`config.mk`:
```
export PLATFORM = sky130hd
export DESIGN_NAME = uart_rx_top
export DESIGN_NICKNAME = d
export VERILOG_FILES = /design/src/rtl/uart_rx_pkg.sv /design/src/rtl/uart_rx_baudgen.sv /design/src/rtl/uart_rx_sync.sv /design/src/rtl/uart_rx_frame.sv /design/src/rtl/uart_rx_fifo.sv /design/src/rtl/uart_rx_top.sv
export SDC_FILE = /design/constraint.sdc
export NUM_CORES = 1
export LEC_CHECK = 0
export ABC_AREA = 0
export CORE_MARGIN = 4
export CORE_UTILIZATION = 35
export CTS_CLUSTER_DIAMETER = 200
export DETAILED_ROUTE_END_ITERATION = 16
export SETUP_SLACK_MARGIN = 0.2
export SYNTH_ARGS = -nofsm -noshare
export SYNTH_HDL_FRONTEND = slang
export SYNTH_SLANG_ARGS = --single-unit
```
`constraint.sdc`:
```
create_clock -name clk -period 13 [get_ports clk]
set_clock_uncertainty 0.05 [all_clocks]
set_input_delay 1.95 -clock clk [delete_from_list [all_inputs] [get_ports clk]]
set_output_delay 1.95 -clock clk [all_outputs]
set_load 0.02 [all_outputs]
```
`src/rtl/uart_rx_pkg.sv`:
```
package uart_rx_pkg;

    localparam int CHAR_W = 8;
    localparam int OSR    = 16;
    localparam int PH_W   = $clog2(OSR);

    typedef enum logic [1:0] {
        RX_IDLE,
        RX_START,
        RX_DATA,
        RX_STOP
    } rx_state_e;

    typedef struct packed {
        logic              ferr;
        logic [CHAR_W-1:0] data;
    } rx_char_t;

    function automatic logic vote3(input logic a, input logic b, input logic c);
        return (a & b) | (a & c) | (b & c);
    endfunction

endpackage

```
`src/rtl/uart_rx_baudgen.sv`:
```
module uart_rx_baudgen #(
    parameter int DIV_W = 12
) (
    input  logic             clk,
    input  logic             rst,
    input  logic [DIV_W-1:0] div_i,
    output logic             tick_o
);
    logic [DIV_W-1:0] cnt;
    logic [DIV_W-1:0] lim;

    assign lim    = (div_i == '0) ? '0 : div_i - 1'b1;
    assign tick_o = (cnt >= lim);

    always_ff @(posedge clk) begin
        if (rst) begin
            cnt <= '0;
        end else if (cnt >= lim) begin
            cnt <= '0;
        end else begin
            cnt <= cnt + 1'b1;
        end
    end
endmodule

```
`src/rtl/uart_rx_sync.sv`:
```
module uart_rx_sync #(
    parameter int STAGES = 2
) (
    input  logic clk,
    input  logic rst,
    input  logic d_i,
    output logic q_o
);
    logic [STAGES-1:0] chain;

    always_ff @(posedge clk) begin
        if (rst) begin
            chain <= '1;
        end else begin
            chain <= {chain[STAGES-2:0], d_i};
        end
    end

    assign q_o = chain[STAGES-1];
endmodule

```
`src/rtl/uart_rx_frame.sv`:
```
module uart_rx_frame
    import uart_rx_pkg::*;
(
    input  logic     clk,
    input  logic     rst,
    input  logic     tick_i,
    input  logic     rx_i,
    output logic     push_o,
    output rx_char_t char_o
);
    rx_state_e             state;
    logic [PH_W-1:0]       phase;
    logic [2:0]            bit_idx;
    logic [1:0]            early;
    logic                  last_rx;
    logic [CHAR_W-1:0]     shreg;
    logic                  vote;
    logic                  mid;
    logic                  bit_end;

    assign vote    = vote3(early[1], early[0], rx_i);
    assign mid     = tick_i && (phase == PH_W'(8));
    assign bit_end = tick_i && (phase == PH_W'(OSR - 1));

    assign push_o      = (state == RX_STOP) && mid;
    assign char_o.data = shreg;
    assign char_o.ferr = ~vote;

    always_ff @(posedge clk) begin
        if (rst) begin
            state   <= RX_IDLE;
            phase   <= '0;
            bit_idx <= '0;
            early   <= '0;
            last_rx <= 1'b1;
            shreg   <= '0;
        end else if (tick_i) begin
            last_rx <= rx_i;
            phase   <= phase + 1'b1;
            if (phase == PH_W'(6) || phase == PH_W'(7)) begin
                early <= {early[0], rx_i};
            end
            unique case (state)
                RX_IDLE: begin
                    phase <= PH_W'(1);
                    if (last_rx && !rx_i) begin
                        state <= RX_START;
                    end
                end
                RX_START: begin
                    if (mid && vote) begin
                        state <= RX_IDLE;
                    end else if (bit_end) begin
                        state   <= RX_DATA;
                        bit_idx <= '0;
                    end
                end
                RX_DATA: begin
                    if (mid) begin
                        shreg <= {vote, shreg[CHAR_W-1:1]};
                    end
                    if (bit_end) begin
                        if (bit_idx == 3'(CHAR_W - 1)) begin
                            state <= RX_STOP;
                        end
                        bit_idx <= bit_idx + 1'b1;
                    end
                end
                RX_STOP: begin
                    if (mid) begin
                        state <= RX_IDLE;
                    end
                end
                default: state <= RX_IDLE;
            endcase
        end
    end
endmodule

```
`src/rtl/uart_rx_fifo.sv`:
```
module uart_rx_fifo
    import uart_rx_pkg::*;
#(
    parameter int DEPTH = 8,
    localparam int AW   = $clog2(DEPTH),
    localparam int CW   = AW + 1
) (
    input  logic          clk,
    input  logic          rst,
    input  logic          push_i,
    input  rx_char_t      wdata_i,
    input  logic          pop_i,
    output rx_char_t      rdata_o,
    output logic [CW-1:0] count_o
);
    rx_char_t        mem [DEPTH];
    logic [AW-1:0]   wptr;
    logic [AW-1:0]   rptr;
    logic            rd;
    logic            full;
    logic            flush;

    assign full  = (count_o == CW'(DEPTH));
    assign rd    = pop_i && (count_o != '0);
    assign flush = push_i && full && !rd;

    always_ff @(posedge clk) begin
        if (push_i && !flush) begin
            mem[wptr] <= wdata_i;
        end
    end

    always_ff @(posedge clk) begin
        if (rst) begin
            wptr    <= '0;
            rptr    <= '0;
            count_o <= '0;
            rdata_o <= '0;
        end else if (flush) begin
            wptr    <= '0;
            rptr    <= '0;
            count_o <= '0;
        end else begin
            if (push_i) begin
                wptr <= wptr + 1'b1;
            end
            if (rd) begin
                rdata_o <= mem[rptr];
                rptr    <= rptr + 1'b1;
            end
            count_o <= count_o + CW'(push_i) - CW'(rd);
        end
    end
endmodule

```
`src/rtl/uart_rx_top.sv`:
```
module uart_rx_top
    import uart_rx_pkg::*;
#(
    parameter int DIV_W = 12,
    parameter int DEPTH = 8,
    localparam int CW   = $clog2(DEPTH) + 1
) (
    input  logic              clk,
    input  logic              rst,
    input  logic [DIV_W-1:0]  baud_div_i,
    input  logic              rx_i,
    input  logic              pop_i,
    output logic [CHAR_W-1:0] rd_data_o,
    output logic              rd_ferr_o,
    output logic              empty_o,
    output logic [CW-1:0]     count_o
);
    logic     tick_w;
    logic     rx_s;
    logic     push_w;
    rx_char_t char_w;
    rx_char_t head_w;

    uart_rx_baudgen #(.DIV_W(DIV_W)) u_baud (
        .clk(clk), .rst(rst), .div_i(baud_div_i), .tick_o(tick_w)
    );

    uart_rx_sync #(.STAGES(2)) u_sync (
        .clk(clk), .rst(rst), .d_i(rx_i), .q_o(rx_s)
    );

    uart_rx_frame u_frame (
        .clk(clk), .rst(rst), .tick_i(tick_w), .rx_i(rx_s),
        .push_o(push_w), .char_o(char_w)
    );

    uart_rx_fifo #(.DEPTH(DEPTH)) u_fifo (
        .clk(clk), .rst(rst), .push_i(push_w), .wdata_i(char_w),
        .pop_i(pop_i), .rdata_o(head_w), .count_o(count_o)
    );

    assign rd_data_o = head_w.data;
    assign rd_ferr_o = head_w.ferr;
    assign empty_o   = (count_o == '0);
endmodule

```
# ---- Yosys cells after proc, flatten, opt, wreduce, memory -nomap -nowiden
# Memory sizes are Yosys's and may differ from the RTL's. A register that Yosys moved wholly into a read port is not among the register bits.
# Cells that the tools add are included.
dict set report classes {
  magnitude_cmp 1
  bitwise 7
  reduce_logical 25
  n_eq_ne 16
  n_addsub 8
  n_mux 15
}
# op n
set ops {}
lappend ops {{$add 12x1->12 const B} 1}
lappend ops {{$eq 4x4->1 const B} 3}
lappend ops {{$ge 12x12->1} 1}
lappend ops {{$logic_not 12->1} 1}
lappend ops {{$mux 12} 1}
lappend ops {{$mux 2} 6}
lappend ops {{$sub 12x1->12 const B} 1}
lappend ops {{$ne 2x1->1 const B} 5}
lappend ops {{$add 3x1->3 const B} 3}
lappend ops {{$logic_and 1x1->1} 9}
lappend ops {{$mux 3} 3}
lappend ops {{$eq 4x3->1 const B} 2}
lappend ops {{$pmux 2 s4} 1}
lappend ops {{$pmux 3 s2} 1}
lappend ops {{$reduce_and 6->1} 1}
lappend ops {{$reduce_and 5->1} 1}
lappend ops {{$add 4x1->4} 1}
lappend ops {{$add 4x1->4 const B} 1}
lappend ops {{$eq 2x2->1 const B} 2}
lappend ops {{$logic_not 4->1} 1}
lappend ops {{$mux 4} 1}
lappend ops {{$reduce_and 2->1} 2}
lappend ops {{$reduce_bool 4->1} 1}
lappend ops {{$reduce_or 2->1} 2}
lappend ops {{other kinds (14)} 21}
dict set report word_totals {
  reg_bits 44
  out_inout_bits 14
  mem_count 1
  ramBits 72
  input_bits 16
  word_cells 84
}
# memory words width rd rd_clocked_by_memory_dff write_ports line_no
set mem_list {}
lappend mem_list {u_fifo.mem 8 9 1 1 1 uart_rx_fifo.sv:16} ;# rx_char_t mem [DEPTH];

# ---- Depth between registers and ports, before layout
# Gate-level depths: netlist of run 1.
dict set report logic_depth {
  word_depth 11
  depth_mapped 18
  mapped_depth_nobuf 18
}

# ---- Cells and area by module
# Synthesis of run 1 repeated with hierarchy kept, for this count alone.
dict set report hier_totals {
  cells_unflattened 486
  hier_area_um2 5834.3
}
# mod cells_per_inst instances area_each_um2 seq_area_each_um2
set by_module_without_submodules {}
lappend by_module_without_submodules {uart_rx_fifo 228 1 3666.0 2542.4}
lappend by_module_without_submodules {uart_rx_baudgen 129 1 1081.0 240.2}
lappend by_module_without_submodules {uart_rx_frame 124 1 1022.2 400.4}
lappend by_module_without_submodules {uart_rx_sync 4 1 52.6 40.0}
lappend by_module_without_submodules {uart_rx_top 1 1 12.5 0.0}

# ---- Worst setup path before layout of run 1
# Ideal clock, no wire load.
dict set report synth_timing {
  path_kind {in2reg}
  startpoint {in baud_div_i[7]}
  endpoint {mem u_fifo.mem[1][0] in the netlist's numbering (enable)}
  setup_ns 0.399
  required_time_ns 12.551
  setup_slack_ns 7.368
  path_stages 11
  t_arrival_ns 5.183
  path_buffers 0
  cell_sequence {or4_1 > nor3_1 > nand4b_1 > and2_1 > ha_1 > nand2b_1 > a31oi_1 > o21ai_2 > a31oi_4 > nor2_1 > nor4bb_1}
}
dict set report synth_between {
  elab_chain_len 11
  elab_cells_between_ends 12
  classes_between {1 x add/sub; 1 x order compare; 3 x mux; 7 x reduce/logical}
}
# item line_no
set synth_rtl {}
lappend synth_rtl {{from (decl)} uart_rx_top.sv:10} ;# input logic [DIV_W-1:0] baud_div_i,
lappend synth_rtl {{$sub 12x1->12 or $logic_not 12->1 (tied branches)} uart_rx_baudgen.sv:12} ;# assign lim = (div_i == '0) ? '0 : div_i - 1'b1;
lappend synth_rtl {{$mux 12 *} uart_rx_baudgen.sv:12}
lappend synth_rtl {{$ge 12x12->1 *} uart_rx_baudgen.sv:13} ;# assign tick_o = (cnt >= lim);
lappend synth_rtl {{$logic_and 1x1->1 *} uart_rx_frame.sv:22} ;# assign mid = tick_i && (phase == PH_W'(8));
lappend synth_rtl {{$logic_and 1x1->1 *} uart_rx_frame.sv:25} ;# assign push_o = (state == RX_STOP) && mid;
lappend synth_rtl {{$logic_and 1x1->1 (2 in series)} uart_rx_fifo.sv:25} ;# assign flush = push_i && full && !rd;
lappend synth_rtl {{$logic_not 1->1} uart_rx_fifo.sv:28} ;# if (push_i && !flush) begin
lappend synth_rtl {{$logic_and 1x1->1 *} uart_rx_fifo.sv:28}
lappend synth_rtl {{$mux 1 *} uart_rx_fifo.sv:28}
lappend synth_rtl {{$mux 1 (not written as such) *} uart_rx_fifo.sv:29} ;# mem[wptr] <= wdata_i;
lappend synth_rtl {{to (decl)} uart_rx_fifo.sv:16}
# Mark *: on every way between the ends. The rest lies on a longest branch, timed or not.

# ---- Worst setup path in the final report of run 1
dict set report layout_timing {
  startpoint {in baud_div_i[7]}
  endpoint {reg u_fifo.count_o[3]}
}
dict set report layout_between {
  elab_chain_len 8
  elab_cells_between_ends 11
  classes_between {3 x add/sub; 1 x order compare; 1 x mux; 6 x reduce/logical}
}
# item line_no
set layout_rtl {}
lappend layout_rtl {{$sub 12x1->12 or $logic_not 12->1 (tied branches)} uart_rx_baudgen.sv:12}
lappend layout_rtl {{$mux 12 *} uart_rx_baudgen.sv:12}
lappend layout_rtl {{$ge 12x12->1 *} uart_rx_baudgen.sv:13}
lappend layout_rtl {{$logic_and 1x1->1 *} uart_rx_frame.sv:22}
lappend layout_rtl {{$logic_and 1x1->1 *} uart_rx_frame.sv:25}
lappend layout_rtl {{branches (longest 3 deep; another with $add 4x1->4)} n/a}
lappend layout_rtl {{to (signal assigned)} uart_rx_fifo.sv:51} ;# count_o <= count_o + CW'(push_i) - CW'(rd);
lappend layout_rtl {{to (decl)} uart_rx_fifo.sv:14} ;# output logic [CW-1:0] count_o
# Mark *: on every way between the ends.
# A chain may end at the register's enable or synchronous reset.

==> flow_summary.json, run 1 <==
{
  "synthTopCellsByCount": "edfxtp_1, dfxtp_1, nor2_1",
  "met1_usage_pct": 15.8,
  "setup_tns_ns": 0,
  "ctsLongestPathBuffers": 2,
  "busiest_layer": "met2",
  "required_ns": 13.22,
  "hold_path_class": "reg -> reg",
  "crit_path_end_kind": "flip-flop",
  "syn_nets": 488,
  "clock_sinks": 125,
  "drtIter0Drc": 184,
  "portBuffers": 29,
  "yosysMostFrequentCell": "edfxtp_1",
  "synth_cell_types": 62,
  "yosys.area.top_type": "edfxtp_1",
  "routabilityCongestion": 0.819,
  "holdPathStages": 1,
  "ctsResizeCount": 0,
  "max_freq_mhz": 170,
  "dp_hpwl_microns": 6880,
  "finalNonFillerCells": 710,
  "slew_headroom_pct": 33.8,
  "placed_cells": 678,
  "insertion_delay_ns": 0.41,
  "final_hold_viol_count": 0,
  "start_util_pct": 35.7,
  "drtAntennaViolNets": 0,
  "fin_ws_ns": 7.12,
  "synth_enable_flop_cells": 72,
  "period_needed_ns": 5.88,
  "cts_tree": "yes",
  "status": "complete, no violations",
  "rsz0062_at_grt": "no",
  "diodes": 0,
  "overflow": 0,
  "fin_util_pct": 42.6,
  "report.final.slew_viol_count": 0,
  "syn_area_per_cell_sq_um": 12.7,
  "num-nets-final": 526,
  "vias": 3413,
  "synthCells": 443,
  "min_period_over_period_pct": 45.3,
  "fillers": 1447,
  "postCtsSetupRepairBufs": 0,
  "numCtsBuffers": 17,
  "synthTopCellsByArea": "edfxtp_1, dfxtp_1, mux4_2",
  "viasPerCell": 4.81,
  "cp_max_fo": 12,
  "yosysTopAreaCellShare_pct": 38.3,
  "cap_violations": 0,
  "grt_pass1_vias": 3423,
  "pre_cts_slack_ns": 6.62,
  "yosys_most_used_dff": "edfxtp_1",
  "p_total_uw": 1080,
  "ys_async_sr_fraction_pct": 0,
  "worstMarginPinSlew_ns": 0.990,
  "leakage_uw": 0.00260,
  "holdBufCountCts": 0,
  "setup_violations": 0,
  "die_h_microns": 135,
  "first_pass_iters": 4,
  "ys_seq_area_share_pct": 57.1,
  "ir_drop_v": 0.0000872,
  "synth_seq_cells": 125,
  "grt_max_degree": 32,
  "grt_util_met3_pct": 2.94,
  "core_sq_um": 15800,
  "synth.cell_area_sq_um": 5640,
  "drive_above_1_share_pct": 14.4,
  "groute.usage.overall_pct": 11.7,
  "totalWireLength_microns": 9870,
  "die_w_microns": 135,
  "path_clk_slew_ns": 0.06,
  "cp-start-kind": "input pin",
  "power.density_nw_per_um2": 160,
  "fp-row-count": 46,
  "wire_per_inst_microns": 13.9,
  "drc": 0,
  "worstPathArrival_ns": 6.11,
  "rr_worst_depth": 6,
  "io-pin-count": 30,
  "die_area_sq_um": 18200,
  "ys_warn_count": 0,
  "grt_use_met2_pct": 18.1,
  "clockRootBuffer": "clkbuf_16",
  "grt_pass1_wl_microns": 17000,
  "path_class": "in -> reg",
  "htreeDepth": 4,
  "syn_to_final_growth_pct": 19.4,
  "grt_antenna_before_repair": 0
}
[final cells by class]
cell class | instances | area [sq um] | area share [%]
Inverter | 20 | 75.1 | 1.11
Multi-Input combinational cell | 283 | 2290 | 34.0
Clock inverter | 14 | 110 | 1.63
Tap cell | 216 | 270 | 4.01
Sequential cell | 125 | 3220 | 47.9
Timing Repair Buffer | 34 | 328 | 4.87
Clock buffer | 18 | 439 | 6.52
[stage by stage]
stage	hold slack [ns]	cell area (sq um)
6_report	0.362	6740
5_1_grt	0.382	6740
4_1_cts	0.366	6740
3_5_place_dp	0.349	6190
3_3_place_gp	0.350	6190
2_1_floorplan	0.339	5640
[layer usage]
metal	vias up	part of all wire [%]
met2	59	47
met3	13	3.8
met4	0	1.7
met5	-	0
li1	1713	-
met1	1628	48
[where the power goes]
group / leakage, uW / switching (uW) / internal [uW] / total [uW]
clock network: 0.000266 / 180 / 252 / 432
registers: 0.00122 / 18.2 / 432 / 451
logic: 0.00112 / 101 / 92.9 / 194
total: 0.00260 / 300 / 777 / 1080
[worst paths after layout]
path / start / end / slack (ns)
worst max-delay path: baud_div_i[7] / u_fifo.count_o[3]$_SDFF_PP0_ / 7.12
worst min-delay path: u_sync.chain[0]$_SDFF_PP1_ / u_sync.chain[1]$_SDFF_PP1_ / 0.36
worst max register to register: u_fifo.count_o[2]$_SDFF_PP0_ / u_fifo.mem[0][7]$_DFFE_PP_ / 9.87
worst min register to register: u_sync.chain[0]$_SDFF_PP1_ / u_sync.chain[1]$_SDFF_PP1_ / 0.36
[sequential cells by signal, summed over array words and instances (netlist names), 3 cells and up, named ones only]
name and cells:
u_baud.cnt 12, u_fifo.count_o 4, u_fifo.mem 72, u_fifo.rdata_o 9, u_fifo.rptr 3, u_fifo.wptr 3, u_frame.bit_idx 3, u_frame.phase 4
u_frame.shreg 8
[cells by family (layout without fill, tap and decap cells)]
logic type	after synthesis	after routing	share of synthesized area (%)
compound gates	53	53	7.14
mux	40	40	11.1
simple gates	138	138	12.0
xor+xnor	23	23	3.57
flops	125	125	57.1
buf+inv	35	86	2.46
fa+ha+maj	29	29	6.56
[layout by cell type (no fill, tap or decap), types with 10 or more instances in the layout]
cell,Yosys,routed
a21oi_1,13,13
clkbuf_16,0,17
clkdlybuf4s50_1,0,29
dfxtp_1,53,53
edfxtp_1,72,72
ha_1,28,28
inv_1,19,19
mux2i_1,21,21
mux4_2,18,18
nand2_1,31,31
nand3_1,11,11
nor2_1,51,51
xnor2_1,10,10
xor2_1,13,13
[worst max-delay path, stage by stage]
cell and delay, ns:
clkdlybuf4s50_1 0.45, or4_1 0.57, nor3_1 0.21, nand4b_1 0.38, nand2_1 0.19, ha_1 0.27, a21oi_1 0.16, a21boi_1 0.11
o31a_2 0.36, a31oi_4 0.33, ha_1 0.21, inv_1 0.07, ha_1 0.27, a21o_1 0.18, a21oi_1 0.18, xnor2_1 0.15
nor2_1 0.06
(Power assumes the default switching activity.)
==> run 2, diff against run 1 <==
==> constraint.sdc (replaced) <==
create_clock -name clk -period 5.68 [get_ports clk]
set_clock_uncertainty 0.05 [all_clocks]
set_input_delay 0.852 -clock clk [delete_from_list [all_inputs] [get_ports clk]]
set_output_delay 0.852 -clock clk [all_outputs]
set_load 0.02 [all_outputs]
==> run 2 against run 1 <==
Register-to-register slack got worse by 7.1 ns. Design area rose by 0.91%. Non-clock buffer count increased by 2. Clock-buffer cell count unchanged. Cell count up 0.28%. Hold slack worse by 0.0015 ns. First-iteration DRC count decreased by 38%. Critical path type unchanged. Routed wire length is 1.9% higher. Setup slack got worse by 6.2 ns.
==> flow_summary.json, run 2 (same netlist as run 1, synthesis figures left out) <==
{
  "status": "complete, no violations",
  "first_pass_iters": 4,
  "die_w_microns": 135,
  "max_freq_mhz": 211,
  "final_common_cell": "edfxtp_1",
  "largest_reg_flops": 72,
  "die_h_microns": 135,
  "cap_violations": 0,
  "dp_hpwl_microns": 6930,
  "holdBufCountCts": 0,
  "path_clk_slew_ns": 0.05,
  "cp-start-kind": "input pin",
  "cts_tree": "yes",
  "ir_drop_v": 0.000195,
  "drtIter0Drc": 114,
  "period_needed_ns": 4.74,
  "numCtsBuffers": 17,
  "crit_path_end_kind": "flip-flop",
  "critPathMaxStageDelay_ns": 0.58,
  "finalNonFillerCells": 712,
  "report.final.slew_viol_count": 0,
  "core_sq_um": 15800,
  "grt_pass1_vias": 3388,
  "clock_sinks": 125,
  "wire_per_inst_microns": 14.1,
  "insertion_delay_ns": 0.41,
  "viasPerCell": 4.84,
  "syn_to_final_growth_pct": 20.4,
  "crit_buf_inv": 2,
  "htreeDepth": 4,
  "routabilityCongestion": 0.837,
  "cpMostUsedCell": "ha_1",
  "clockRootBuffer": "clkbuf_16",
  "grt_max_degree": 32,
  "power.density_nw_per_um2": 389,
  "setup_tns_ns": 0,
  "drc": 0,
  "hold_path_class": "reg -> reg",
  "start_util_pct": 35.7,
  "vias": 3445,
  "worstMarginPinSlew_ns": 0.968,
  "path_cells": "clkdlybuf4s50_1 > or4_1 > nor3_1 > nand4b_1 > nand2_1 > ha_1 > a21oi_1 > a21boi_1 > o31a_2 > a31oi_4 > ha_1 > inv_1 > ha_1 > a21o_1 > a21oi_1 > xnor2_1 > nor2_1",
  "fin_ws_ns": 0.939,
  "num-nets-final": 528,
  "cp_max_fo": 12,
  "setup_violations": 0,
  "grt_pass1_wl_microns": 17200,
  "leakage_uw": 0.00257,
  "slew_headroom_pct": 35.4,
  "fp-row-count": 46,
  "overflow": 0,
  "portBuffers": 29,
  "reg_top3": "u_fifo.mem x72, u_baud.cnt x12, u_fifo.rdata_o x9",
  "drive_above_1_share_pct": 14.1,
  "ctsLongestPathBuffers": 2,
  "worstPathArrival_ns": 4.97,
  "rsz0062_at_grt": "no",
  "totalWireLength_microns": 10100,
  "diodes": 0,
  "ctsResizeCount": 0,
  "regMostFlops": "u_fifo.mem",
  "io-pin-count": 30,
  "postCtsSetupRepairBufs": 0,
  "groute.usage.overall_pct": 12.1,
  "die_area_sq_um": 18200,
  "final_cell_mix": "edfxtp_1, dfxtp_1, nor2_1, nand2_1, clkdlybuf4s50_1",
  "min_period_over_period_pct": 83.5,
  "placed_cells": 680,
  "grt_antenna_before_repair": 0,
  "path_class": "in -> reg",
  "required_ns": 5.91,
  "crit_slowest_cell": "or4_1",
  "path_delay_family": "simple AND/OR/NAND/NOR gates",
  "final_hold_viol_count": 0,
  "pre_cts_slack_ns": 0.514,
  "drtAntennaViolNets": 0
}
## run 2: cell types whose count changed in the layout (fill, tap and decap cells not counted), sizes merged
cell,before,now
buf,5,7
clkinv,6,7
bufinv,0,3
clkinvlp,3,2
inv,25,22
## run 2: area by class of cell
cell class | count | area (sq um)
clock buffer | 18 | 429
clock inverter | 14 | 166
fill | 1422 | 9030
inverter | 20 | 75.1
multi-input combinational | 283 | 2290
sequential | 125 | 3220
tap | 216 | 270
timing repair buffer | 36 | 343
## run 2: power breakdown
part	switching [uW]	internal (uW)	total [uW]
Clock	389	689	1080
Combinational	266	265	531
Sequential	43.8	994	1040
Total	700	1950	2650
## run 2: worst paths after layout
path,slack [ns],depth (start not counted),to,start
max,0.94,17,u_fifo.count_o[3]$_SDFF_PP0_,baud_div_i[7]
min,0.36,1,u_sync.chain[1]$_SDFF_PP1_,u_sync.chain[0]$_SDFF_PP1_
max reg2reg,2.81,12,u_fifo.count_o[3]$_SDFF_PP0_,u_baud.cnt[10]$_SDFF_PP0_
min reg2reg,0.36,1,u_sync.chain[1]$_SDFF_PP1_,u_sync.chain[0]$_SDFF_PP1_
## run 2: metrics by stage
stage / area, sq um / util, % / hold WS (ns) / total power [uW]
floorplan: 5640 / - / 0.339 / 1420
global placement: 6200 / 39.2 / 0.350 / 1590
CTS: 6800 / 42.9 / 0.364 / 2680
finish: 6800 / 42.9 / 0.360 / 2650
detailed placement: 6200 / 39.2 / 0.352 / 1600
global route: 6800 / 42.9 / 0.378 / 2790
## run 2: per-layer routing
layer | routed length (microns) | track usage [%] | up-vias
met5 | 0 | 0 | -
met4 | 171 | 4.54 | 0
met3 | 323 | 3.24 | 13
met2 | 4750 | 19.4 | 61
met1 | 4800 | 15.9 | 1643
li1 | - | - | 1728
## run 2: worst reg2reg max path: cells and delay by family, from the launching register on
family	cells	cell delay (ns)
AOI/OAI and AO/OA	6	1.30
xor gates and xnor gates	1	0.13
adders and majority gates	3	0.82
buffers and inverters	1	0.06
DFF	1	0.34
and+or+nand+nor	1	0.05
==> run 3, diff against run 2 <==
==> constraint.sdc (replaced) <==
create_clock -name clk -period 4 [get_ports clk]
set_clock_uncertainty 0.05 [all_clocks]
set_input_delay 0.6 -clock clk [delete_from_list [all_inputs] [get_ports clk]]
set_output_delay 0.6 -clock clk [all_outputs]
set_load 0.02 [all_outputs]
==> run 3 against run 2 <==
Total power is 47% higher. Sequential power rose by 44%. Die area unchanged. Non-clock buffer count rose by 39. First-iteration DRC count rose by 24%. Register-to-register slack worse by 1.5 ns. Critical path type unchanged. Highest routed layer unchanged.
==> flow_summary.json, run 3 (same netlist as run 1, synthesis figures left out) <==
{
  "status": "complete, no violations",
  "postPlaceCellArea_sq_um": 6670,
  "crit_path_end_kind": "flip-flop",
  "drtAntennaViolNets": 0,
  "pre_cts_slack_ns": -0.439,
  "grt_antenna_before_repair": 0,
  "wire_per_inst_microns": 15.0,
  "hold_path_class": "reg -> reg",
  "crit_slowest_cell": "clkdlybuf4s50_1",
  "totalWireLength_microns": 11200,
  "cpMostUsedCell": "ha_4",
  "largest_reg_flops": 72,
  "numCtsBuffers": 17,
  "grt_pass1_wl_microns": 18300,
  "cts_tree": "yes",
  "vias": 3685,
  "drtIter0Drc": 141,
  "core_sq_um": 15800,
  "htreeDepth": 4,
  "cp_max_fo": 5,
  "final_common_cell": "edfxtp_1",
  "worstMarginPinSlew_ns": 0.992,
  "num-nets-final": 567,
  "final_cell_mix": "edfxtp_1, dfxtp_1, nor2_1, buf_4, nand2_1",
  "first_pass_iters": 4,
  "overflow": 0,
  "cap_violations": 0,
  "p_total_uw": 3880,
  "required_ns": 4.25,
  "reg_top3": "u_fifo.mem x72, u_baud.cnt x12, u_fifo.rdata_o x9",
  "grt_pass1_vias": 3696,
  "final_hold_viol_count": 0,
  "viasPerCell": 4.91,
  "fp-row-count": 46,
  "min_period_over_period_pct": 92.5,
  "diodes": 0,
  "cp-start-kind": "input pin",
  "die_area_sq_um": 18200,
  "max_freq_mhz": 270,
  "portBuffers": 29,
  "groute.usage.overall_pct": 12.9,
  "setup_violations": 0,
  "io-pin-count": 30,
  "clockRootBuffer": "clkbuf_16",
  "path_cells": "clkdlybuf4s50_1 > inv_2 > ha_2 > nand2_4 > nor3_2 > xor2_1 > nand2_4 > ha_4 > nand4_1 > nor2_2 > o31a_2 > a31oi_4 > ha_4 > inv_4 > ha_4 > fa_2 > inv_2 > nor2_1",
  "fin_ws_ns": 0.301,
  "regMostFlops": "u_fifo.mem",
  "drive_above_1_share_pct": 28.8,
  "clock_sinks": 125,
  "syn_to_final_growth_pct": 31.7,
  "ir_drop_v": 0.000296,
  "insertion_delay_ns": 0.41,
  "die_h_microns": 135,
  "drc": 0,
  "path_class": "in -> reg",
  "area.sequential_sq_um": 3220,
  "dp_hpwl_microns": 7730,
  "power.density_nw_per_um2": 522,
  "leakage_uw": 0.00288,
  "die_w_microns": 135,
  "multiInputGateArea_sq_um": 2560,
  "postLayoutCellArea_sq_um": 7430,
  "holdBufCountCts": 0,
  "grt_max_degree": 21,
  "period_needed_ns": 3.70,
  "routabilityCongestion": 0.739,
  "ctsLongestPathBuffers": 2,
  "fillers": 1404,
  "critPathMaxStageDelay_ns": 0.44,
  "rsz0062_at_grt": "no",
  "placed_cells": 711,
  "path_clk_slew_ns": 0.06,
  "worstPathArrival_ns": 3.95,
  "report.final.slew_viol_count": 0,
  "slew_headroom_pct": 33.8,
  "start_util_pct": 35.7,
  "finalNonFillerCells": 751
}
[run 3: changes by cell type in the layout (fill, tap and decap cells not counted), sizes merged]
cell,before,now
buf,7,46
clkdlybuf4s50,29,22
clkinv,7,3
clkbuf,18,21
inv,22,25
dlymetal6s2s,0,2
clkdlybuf4s15,0,1
clkinvlp,2,3
dlygate4sd2,0,1
[run 3: final timing paths]
check                                               endpoint                           from  slack, ns  cells past startpoint
worst max register to register  u_fifo.count_o[1]$_SDFF_PP0_  u_frame.phase[0]$_SDFFE_PP0P_       1.35                     12
worst min-delay path              u_sync.chain[1]$_SDFF_PP1_     u_sync.chain[0]$_SDFF_PP1_       0.36                      1
worst max-delay path            u_fifo.count_o[1]$_SDFF_PP0_                  baud_div_i[1]       0.30                     18
worst min register to register    u_sync.chain[1]$_SDFF_PP1_     u_sync.chain[0]$_SDFF_PP1_       0.36                      1
[run 3: area by class of cell]
cell class	count	area share, %
well taps	216	3.64
clock buffers	18	5.77
multi-input cells	283	34.5
repair buffers	75	9.29
inverters	20	1.04
flip-flops and latches	125	43.4
clock inverters	14	2.44
[run 3: what timing repair did]
action | in CTS | in global routing
pin swaps | 13 | 20
cloned | 0 | 0
setup endpoints to repair | 48 | 33
setup buffers | 4 | 4
resized for setup | 15 | 23
[run 3: report_power, final]
part / total, uW / internal (uW) / switching [uW]
Clock: 1560 / 993 / 571
Sequential: 1500 / 1410 / 92.9
Combinational: 814 / 427 / 387
Total: 3880 / 2830 / 1050
[run 3: per-stage QoR]
step / hold slack (ns) / utilization (%) / setup TNS [ns]
finish: 0.360 / 47.0 / 0
global route: 0.367 / 47.0 / 0
CTS: 0.363 / 46.4 / 0
detailed placement: 0.349 / 42.1 / -18.05
global placement: 0.351 / 42.1 / -11.80
floorplan: 0.339 / - / 0
[run 3: worst max-delay path: cells and delay by family]
kind	cells	cell delay [ns]
compound gates	2	0.63
xor+xnor	1	0.28
fa+ha+maj	5	1.28
simple gates	6	0.52
buf+inv	4	0.63
[run 3: layer usage]
| metal | share of wire (%) | vias to the layer above | wire [microns] | GRT usage (%) |
|---|---|---|---|---|
| met5 | 0 | - | 0 | 0 |
| met4 | 1.8 | 0 | 202 | 4.76 |
| met3 | 3.8 | 18 | 432 | 2.83 |
| met2 | 52 | 70 | 5880 | 22.9 |
| met1 | 42 | 1787 | 4730 | 15.3 |
| li1 | - | 1810 | - | - |
